**src/rtl/intr_router.sv**
```systemverilog
module intr_router #(
  parameter int          ADDR_W   = 12,
  parameter logic [30:0] NR_SPLIT = 31'h100390E1
) (
  input  logic              clk,
  input  logic              rst_n,
  input  logic [30:0]       hw_irq,
  input  logic [30:0]       hw_irq_nr,
  input  logic              wr_en,
  input  logic [ADDR_W-1:0] addr,
  input  logic [31:0]       wr_data,
  output logic [31:0]       rd_data,
  output logic              irq_host,
  output logic              irq_nrhost,
  output logic              irq_mgmt
);

  localparam int ND = 3;
  localparam int NR = 1;
  localparam logic [ADDR_W-1:0] STAT_BASE = ADDR_W'(12'h100);
  localparam logic [ADDR_W-1:0] EN_BASE   = ADDR_W'(12'h140);
  localparam logic [ADDR_W-1:0] LINE_BASE = ADDR_W'(12'h160);
  localparam logic [ADDR_W-1:0] MASK_BASE = ADDR_W'(12'h640);

  logic [31:0] mask_q [ND];
  logic [1:0]  en_q   [ND];
  logic        sw_q   [ND];
  logic [30:0] src    [ND];
  logic [31:0] stat   [ND];
  logic [ND-1:0] line;

  logic [1:0] sel;
  logic       sel_ok;
  logic       hit_stat, hit_en, hit_line, hit_mask;

  assign sel    = addr[3:2];
  assign sel_ok = (sel != 2'd3) && (addr[1:0] == 2'd0);

  assign hit_stat = sel_ok && (addr[ADDR_W-1:4] == STAT_BASE[ADDR_W-1:4]);
  assign hit_en   = sel_ok && (addr[ADDR_W-1:4] == EN_BASE[ADDR_W-1:4]);
  assign hit_line = sel_ok && (addr[ADDR_W-1:4] == LINE_BASE[ADDR_W-1:4]);
  assign hit_mask = sel_ok && (addr[ADDR_W-1:4] == MASK_BASE[ADDR_W-1:4]);

  assign src[0]  = hw_irq;
  assign src[NR] = (hw_irq & ~NR_SPLIT) | (hw_irq_nr & NR_SPLIT);
  assign src[2]  = hw_irq;

  for (genvar d = 0; d < ND; d++) begin : g_dest
    localparam bit          IS_NR   = (d == NR);
    localparam logic [31:0] MASK_WR = IS_NR ? 32'h7FFF_FFFF : 32'hFFFF_FFFF;
    logic wr_here;

    assign wr_here = wr_en && (sel == 2'(d));

    always_ff @(posedge clk or negedge rst_n) begin
      if (!rst_n) begin
        mask_q[d] <= '0;
        en_q[d]   <= '0;
        sw_q[d]   <= 1'b0;
      end else if (wr_here) begin
        if (hit_mask) mask_q[d] <= wr_data & MASK_WR;
        if (hit_en)   en_q[d]   <= wr_data[1:0];
        if (hit_stat) begin
          if (!wr_data[31])                sw_q[d] <= 1'b0;
          else if (IS_NR || mask_q[d][31]) sw_q[d] <= 1'b1;
        end
      end
    end

    assign stat[d] = {sw_q[d], src[d] & mask_q[d][30:0]};
    assign line[d] = (en_q[d][0] & (|stat[d][30:0])) | (en_q[d][1] & stat[d][31]);
  end

  assign irq_host   = line[0];
  assign irq_nrhost = line[NR];
  assign irq_mgmt   = line[2];

  always_comb begin
    rd_data = '0;
    if (hit_stat)      rd_data = stat[sel];
    else if (hit_en)   rd_data = {30'd0, en_q[sel]};
    else if (hit_line) rd_data = {31'd0, line[sel]};
    else if (hit_mask) rd_data = mask_q[sel];
  end

endmodule


```
**config.mk**
```make
export PLATFORM = sky130hd
export DESIGN_NAME = intr_router
export DESIGN_NICKNAME = d
export VERILOG_FILES = /design/src/rtl/intr_router.sv
export SDC_FILE = /design/constraint.sdc
export NUM_CORES = 1
export LEC_CHECK = 0
export BUFFER_PORTS_ARGS = -buffer_cell sky130_fd_sc_hd__buf_2
export CAP_MARGIN = 30
export CORE_MARGIN = 2
export CORE_UTILIZATION = 33
export DETAILED_ROUTE_END_ITERATION = 10
export PLACE_DENSITY = 0.59
export RECOVER_POWER = 50
export SLEW_MARGIN = 20
export SYNTH_ARGS = -nofsm -noshare
export SYNTH_HDL_FRONTEND = slang
export SYNTH_SLANG_ARGS = --single-unit
```
**constraint.sdc**
```tcl
create_clock -name clk -period 2.24 [get_ports clk]
set_input_delay 0.224 -clock clk [delete_from_list [all_inputs] [get_ports clk]]
set_output_delay 0.224 -clock clk [all_outputs]
set_load 0.005 [all_outputs]
```
---- After elaboration in Yosys (flattened, before gate mapping) ----
Cells that the tools add are included.
cells by class
  order comparisons ....................... 2
  equal/unequal tests ..................... 9
  mux-type cells .......................... 20
  bitwise gates (word level) .............. 14
  reduce and logical (&&, ||, !) cells .... 22
operators with widths
  kind                                                        count
  2-to-1 mux 32 bit                                           8
  binary-select mux 32 bit (select 2 bit)                     2
  bitwise AND 31 bit                                          3
  OR reduction 31 bit                                         3
  bitwise OR 31 x 29 -> 31 bit                                1
  == test 8 x 5 -> 1 bit, second input constant               3
  AND reduction 2 bit                                         7
  == test 8 x 7 -> 1 bit, second input constant               1
  logical AND 1 bit                                           8
  bitwise AND 1 bit                                           6
  2-to-1 mux 1 bit                                            6
  AND reduction 3 bit                                         2
  binary-select mux 2 bit (select 2 bit)                      1
  logical NOT 2 bit                                           2
  2-to-1 mux 2 bit                                            2
  != test 2 x 1 -> 1 bit, second input constant               2
  greater-or-equal comparator 3 bit, second input constant    1
  less-than comparator 2 x 3 -> 1 bit, second input constant  1
  inverter 2 -> 3 bit                                         1
  bitwise OR 1 bit                                            3
  binary-select mux 1 bit (select 2 bit)                      1
  == test 2 x 1 -> 1 bit, second input constant               1
  == test 2 bit, second input constant                        1
  != test 2 bit, second input constant                        1
word-level totals
  flip-flop bits (word level) ............. 104
  input bits .............................. 109
  output and inout bits ................... 35

---- Longest topological paths before layout ----
  word-level depth ........................ 10
  depth in mapped cells ................... 8
  gate-level depth less buffers ........... 7

---- Worst setup path after synthesis ----
No wires, ideal clock.
  kind .................................... flip-flop to output port
  from .................................... reg mask_q[80] (netlist name)
  to ...................................... out rd_data[0]
  arrival ................................. 1733 ps
  setup slack ............................. 283 ps
  stages on the path, launching flop included .. 8
  buffers on the path ..................... 0
  cell sequence ........................... dfrtp_1 > a22o_1 > a221oi_2 > nand3_1 > or4_1 > a22o_1 > a21oi_1 > o21ai_1
on the way
  word-level cells in the longest chain between the ends .. 9
RTL lines
  what                                    RTL line  source
  start: declaration                      25        logic [31:0] mask_q [ND];
  start signal: indexed assignment        61        if (hit_mask) mask_q[d] <= wr_data & MASK_WR;
  bitwise AND 31 bit                      70        assign stat[d] = {sw_q[d], src[d] & mask_q[d][30:0]};
  OR reduction 31 bit                     71        assign line[d] = (en_q[d][0] & (|stat[d][30:0])) | (en_q[d][1] & stat[d][31]);
  bitwise AND 1 bit                       71
  bitwise OR 1 bit                        71
  net irq_host                            13        output logic irq_host,
  binary-select mux 1 bit (select 2 bit)  82        else if (hit_line) rd_data = {31'd0, line[sel]};
  2-to-1 mux 1 bit (implied by the code)  82
  2-to-1 mux 32 bit                       82
  2-to-1 mux 32 bit                       81        else if (hit_en) rd_data = {30'd0, en_q[sel]};
  2-to-1 mux 32 bit                       80        if (hit_stat) rd_data = stat[sel];
  end: declaration                        12        output logic [31:0] rd_data,
The timed path passes the listed nets, and every way through them passes these cells. The select of a mux whose other input is x is not followed.

---- Worst setup path after layout ----
  from .................................... reg mask_q[36] (netlist name)
  to ...................................... out rd_data[0]
on the way
  word-level cells in the longest chain between the ends .. 9
RTL lines
  what                                    RTL line
  bitwise AND 31 bit                      70
  OR reduction 31 bit                     71
  bitwise AND 1 bit                       71
  bitwise OR 1 bit                        71
  binary-select mux 1 bit (select 2 bit)  82
  2-to-1 mux 1 bit (implied by the code)  82
  2-to-1 mux 32 bit                       82
  2-to-1 mux 32 bit                       81
  2-to-1 mux 32 bit                       80
Every way passes these cells. The select of a mux whose other input is x is not followed.

==> results.json <==
{
  "io_buffers": 121,
  "path_common_cell": "a22o_1",
  "worstSetupPathType": "reg2out",
  "yosysTopAreaCell": "dfrtp_1",
  "grt_pass1_vias": 5075,
  "synth.area.top_cells": "dfrtp_1, mux2_2, mux2i_1",
  "routed_wl_mm": 19.81,
  "worstPathArrival_ps": 2460,
  "async_flop_share_pct": 100.0,
  "final_util_pct": 42.84,
  "synth_edf_count": 0,
  "die_area_sq_um": 18100,
  "clock_sinks": 104,
  "overflow": 0,
  "viasPerCell": 5.707,
  "drc": 0,
  "violations": "setup timing",
  "grt_setup_unrepaired": "yes",
  "fin_nets": 768,
  "gp_congestion": 0.9306,
  "path_clk_slew_ps": 70,
  "skew_ps": 0.3098,
  "synth-adder-area-share_pct": 0,
  "cp_cell_sequence": "a22o_1 -> a221oi_2 -> nand3_1 -> or4_4 -> a22o_1 -> a32oi_1 -> o21ai_1 -> buf_2",
  "yosys.cell_count.top_type": "dfrtp_1",
  "wl_met3_mm": 1.745,
  "yosys_warnings": 0,
  "power.leakage_nw": 3.465,
  "synthSimpleGateAreaFrac_pct": 8.411,
  "drt_first_pass_iters": 5,
  "area_growth_pct": 26.79,
  "avgSynthCellArea_sq_um": 11.13,
  "clockRootBuffer": "clkbuf_16",
  "fp.dieW_um": 134.5,
  "yosysUniqueCellTypes": 42,
  "slew_viol_final": 0,
  "crit_path_start_kind": "flop",
  "whs_ps": 114.6,
  "p_per_area_nw_per_um2": 543.9,
  "hpwl_mm": 14.58,
  "worstMarginPinSlew_ps": 890.2,
  "setup_ws_ps": -445.7,
  "min_path_type": "in2reg",
  "synth-compound-area-share_pct": 15.80,
  "cpLargestDelayFamily": "compound AO/OA/AOI/OAI gates",
  "synth_seq_cells": 104,
  "crit_slowest_cell": "or4_4",
  "fillers": 1639,
  "grt_antenna_before_repair": 1,
  "required_ps": 2020,
  "core-area_sq_um": 16640,
  "seqCellArea_sq_um": 2604,
  "max_clock_freq_ghz": 0.3723,
  "synthCells": 505,
  "multi_input_area_sq_um": 2890,
  "syn-cell-area_sq_um": 5623,
  "finalCritPeriodShare_pct": 119.9,
  "wl_met1_mm": 8.564,
  "finalCriticalPeriod_ps": 2686,
  "crit_fanout": 2,
  "status": "finished, violations left",
  "syn_nets": 614,
  "wl_per_cell_um": 22.41,
  "place_ws_ps": -108.9,
  "cp-end-kind": "primary output",
  "synthMuxAreaShare_pct": 26.66,
  "cts_tree": "yes",
  "synthXorXnorAreaFrac_pct": 0,
  "ir_drop_v": 0.0005494,
  "htreeDepth": 3,
  "worstSkewPairLatency_ps": 350,
  "grt_pass1_wl_mm": 30.08,
  "ys_top_cells_by_count": "dfrtp_1, mux2_2, a21oi_1",
  "initial_core_util_pct": 33.79,
  "cts_buffers": 9,
  "cts_buffer_depth": 2,
  "track_usage_pct": 22.11,
  "routed.top_layer": "met5",
  "io-pin-count": 144,
  "maxCapViolations": 0,
  "grt_start_max_net_pins": 65,
  "layout-drive-gt1-share_pct": 44.73,
  "synth_top_area_share_pct": 46.28,
  "ant_nets": 0,
  "ys.flop_type": "dfrtp_1",
  "diodes": 0,
  "critPathMaxStageDelay_ps": 570,
  "drtIter0Drc": 424,
  "vias": 5045,
  "routed-wl-met2_mm": 9.068,
  "path_buf_inv": 1,
  "setup_viol": 25,
  "rows": 47,
  "slew_headroom_pct": 40.66,
  "synth_top_family_by_area": "multiplexers",
  "finalHoldViolations": 0,
  "power_mw": 3.878,
  "die_height_um": 134.5,
  "synth_seq_area_share_pct": 46.28
}
-- routing by layer --
metal  up-vias  track usage [%]
met3        38            4.955
li1       2218                -
met2       281            34.55
met4         2            6.491
met5         -                0
met1      2506            30.83
-- placed cells by master, fill, tap and decap left out, drive strengths merged, types with 2 or more instances in the layout --
cell type	count
buf	165
o22ai	10
clkbuf	18
and2	4
nor2	43
nand3	6
nand2	32
a22o	12
a32oi	9
a222oi	3
nand2b	2
nor3	3
a221oi	10
clkinv	2
nand4	6
a21oi	57
dfrtp	104
mux2i	35
a22oi	22
a31oi	2
or4	2
o21ai	4
mux2	102
-- cell families after synthesis --
| family | count (synthesis) |
|---|---|
| flip-flops | 104 |
| multiplexers | 137 |
| AND/OR/NAND/NOR | 102 |
| AO/OA/AOI/OAI | 133 |
| buffers and inverters | 29 |
-- final timing paths --
path | from | end | cells past startpoint | slack (ps)
worst max-delay path | mask_q[36] | rd_data[0] | 8 | -450
worst min-delay path | wr_data[7] | mask_q[71] | 2 | 110
worst max register to register | mask_q[8] | mask_q[8] | 2 | 1290
worst min register to register | mask_q[31] | mask_q[31] | 1 | 520
max in group asynchronous | rst_n | mask_q[8] | 3 | 260
min in group asynchronous | rst_n | mask_q[19] | 2 | 480
-- layout make-up --
class | instances | share of cell area [%]
Multi-Input combinational cell | 372 | 40.54
Sequential cell | 104 | 36.52
Timing Repair Buffer | 172 | 14.62
Tap cell | 220 | 3.861
Clock buffer | 12 | 3.738
Clock inverter | 4 | 0.7196
-- sequential cells by signal, indices dropped and copies added, names as in the netlist --
name    count
stat        3
mask_q     95
en_q        6
-- through the flow --
stage               cell area, sq um  cells  setup TNS [ps]
global route                    7129    884           -8384
CTS                             7194    884           -1128
floorplan                       5623    505               0
finish                          7129    884           -4663
global placement                6804    865          -145.9
detailed placement              6804    865          -139.9
-- power by group --
group          total [mW]  internal, mW  switching [mW]
registers            1.89          1.88         0.00582
logic               0.315         0.110           0.205
clock network        1.67         0.959           0.715
total                3.88          2.95           0.926
-- timing repair --
item,4_1_cts,5_1_grt
hold buffers,1,0
resized for setup,11,4
endpoints found under the setup margin,4,6
hold endpoints to repair,29,0
pin swaps,11,13
setup buffers,3,1
Power figures use the tool's default switching activity.
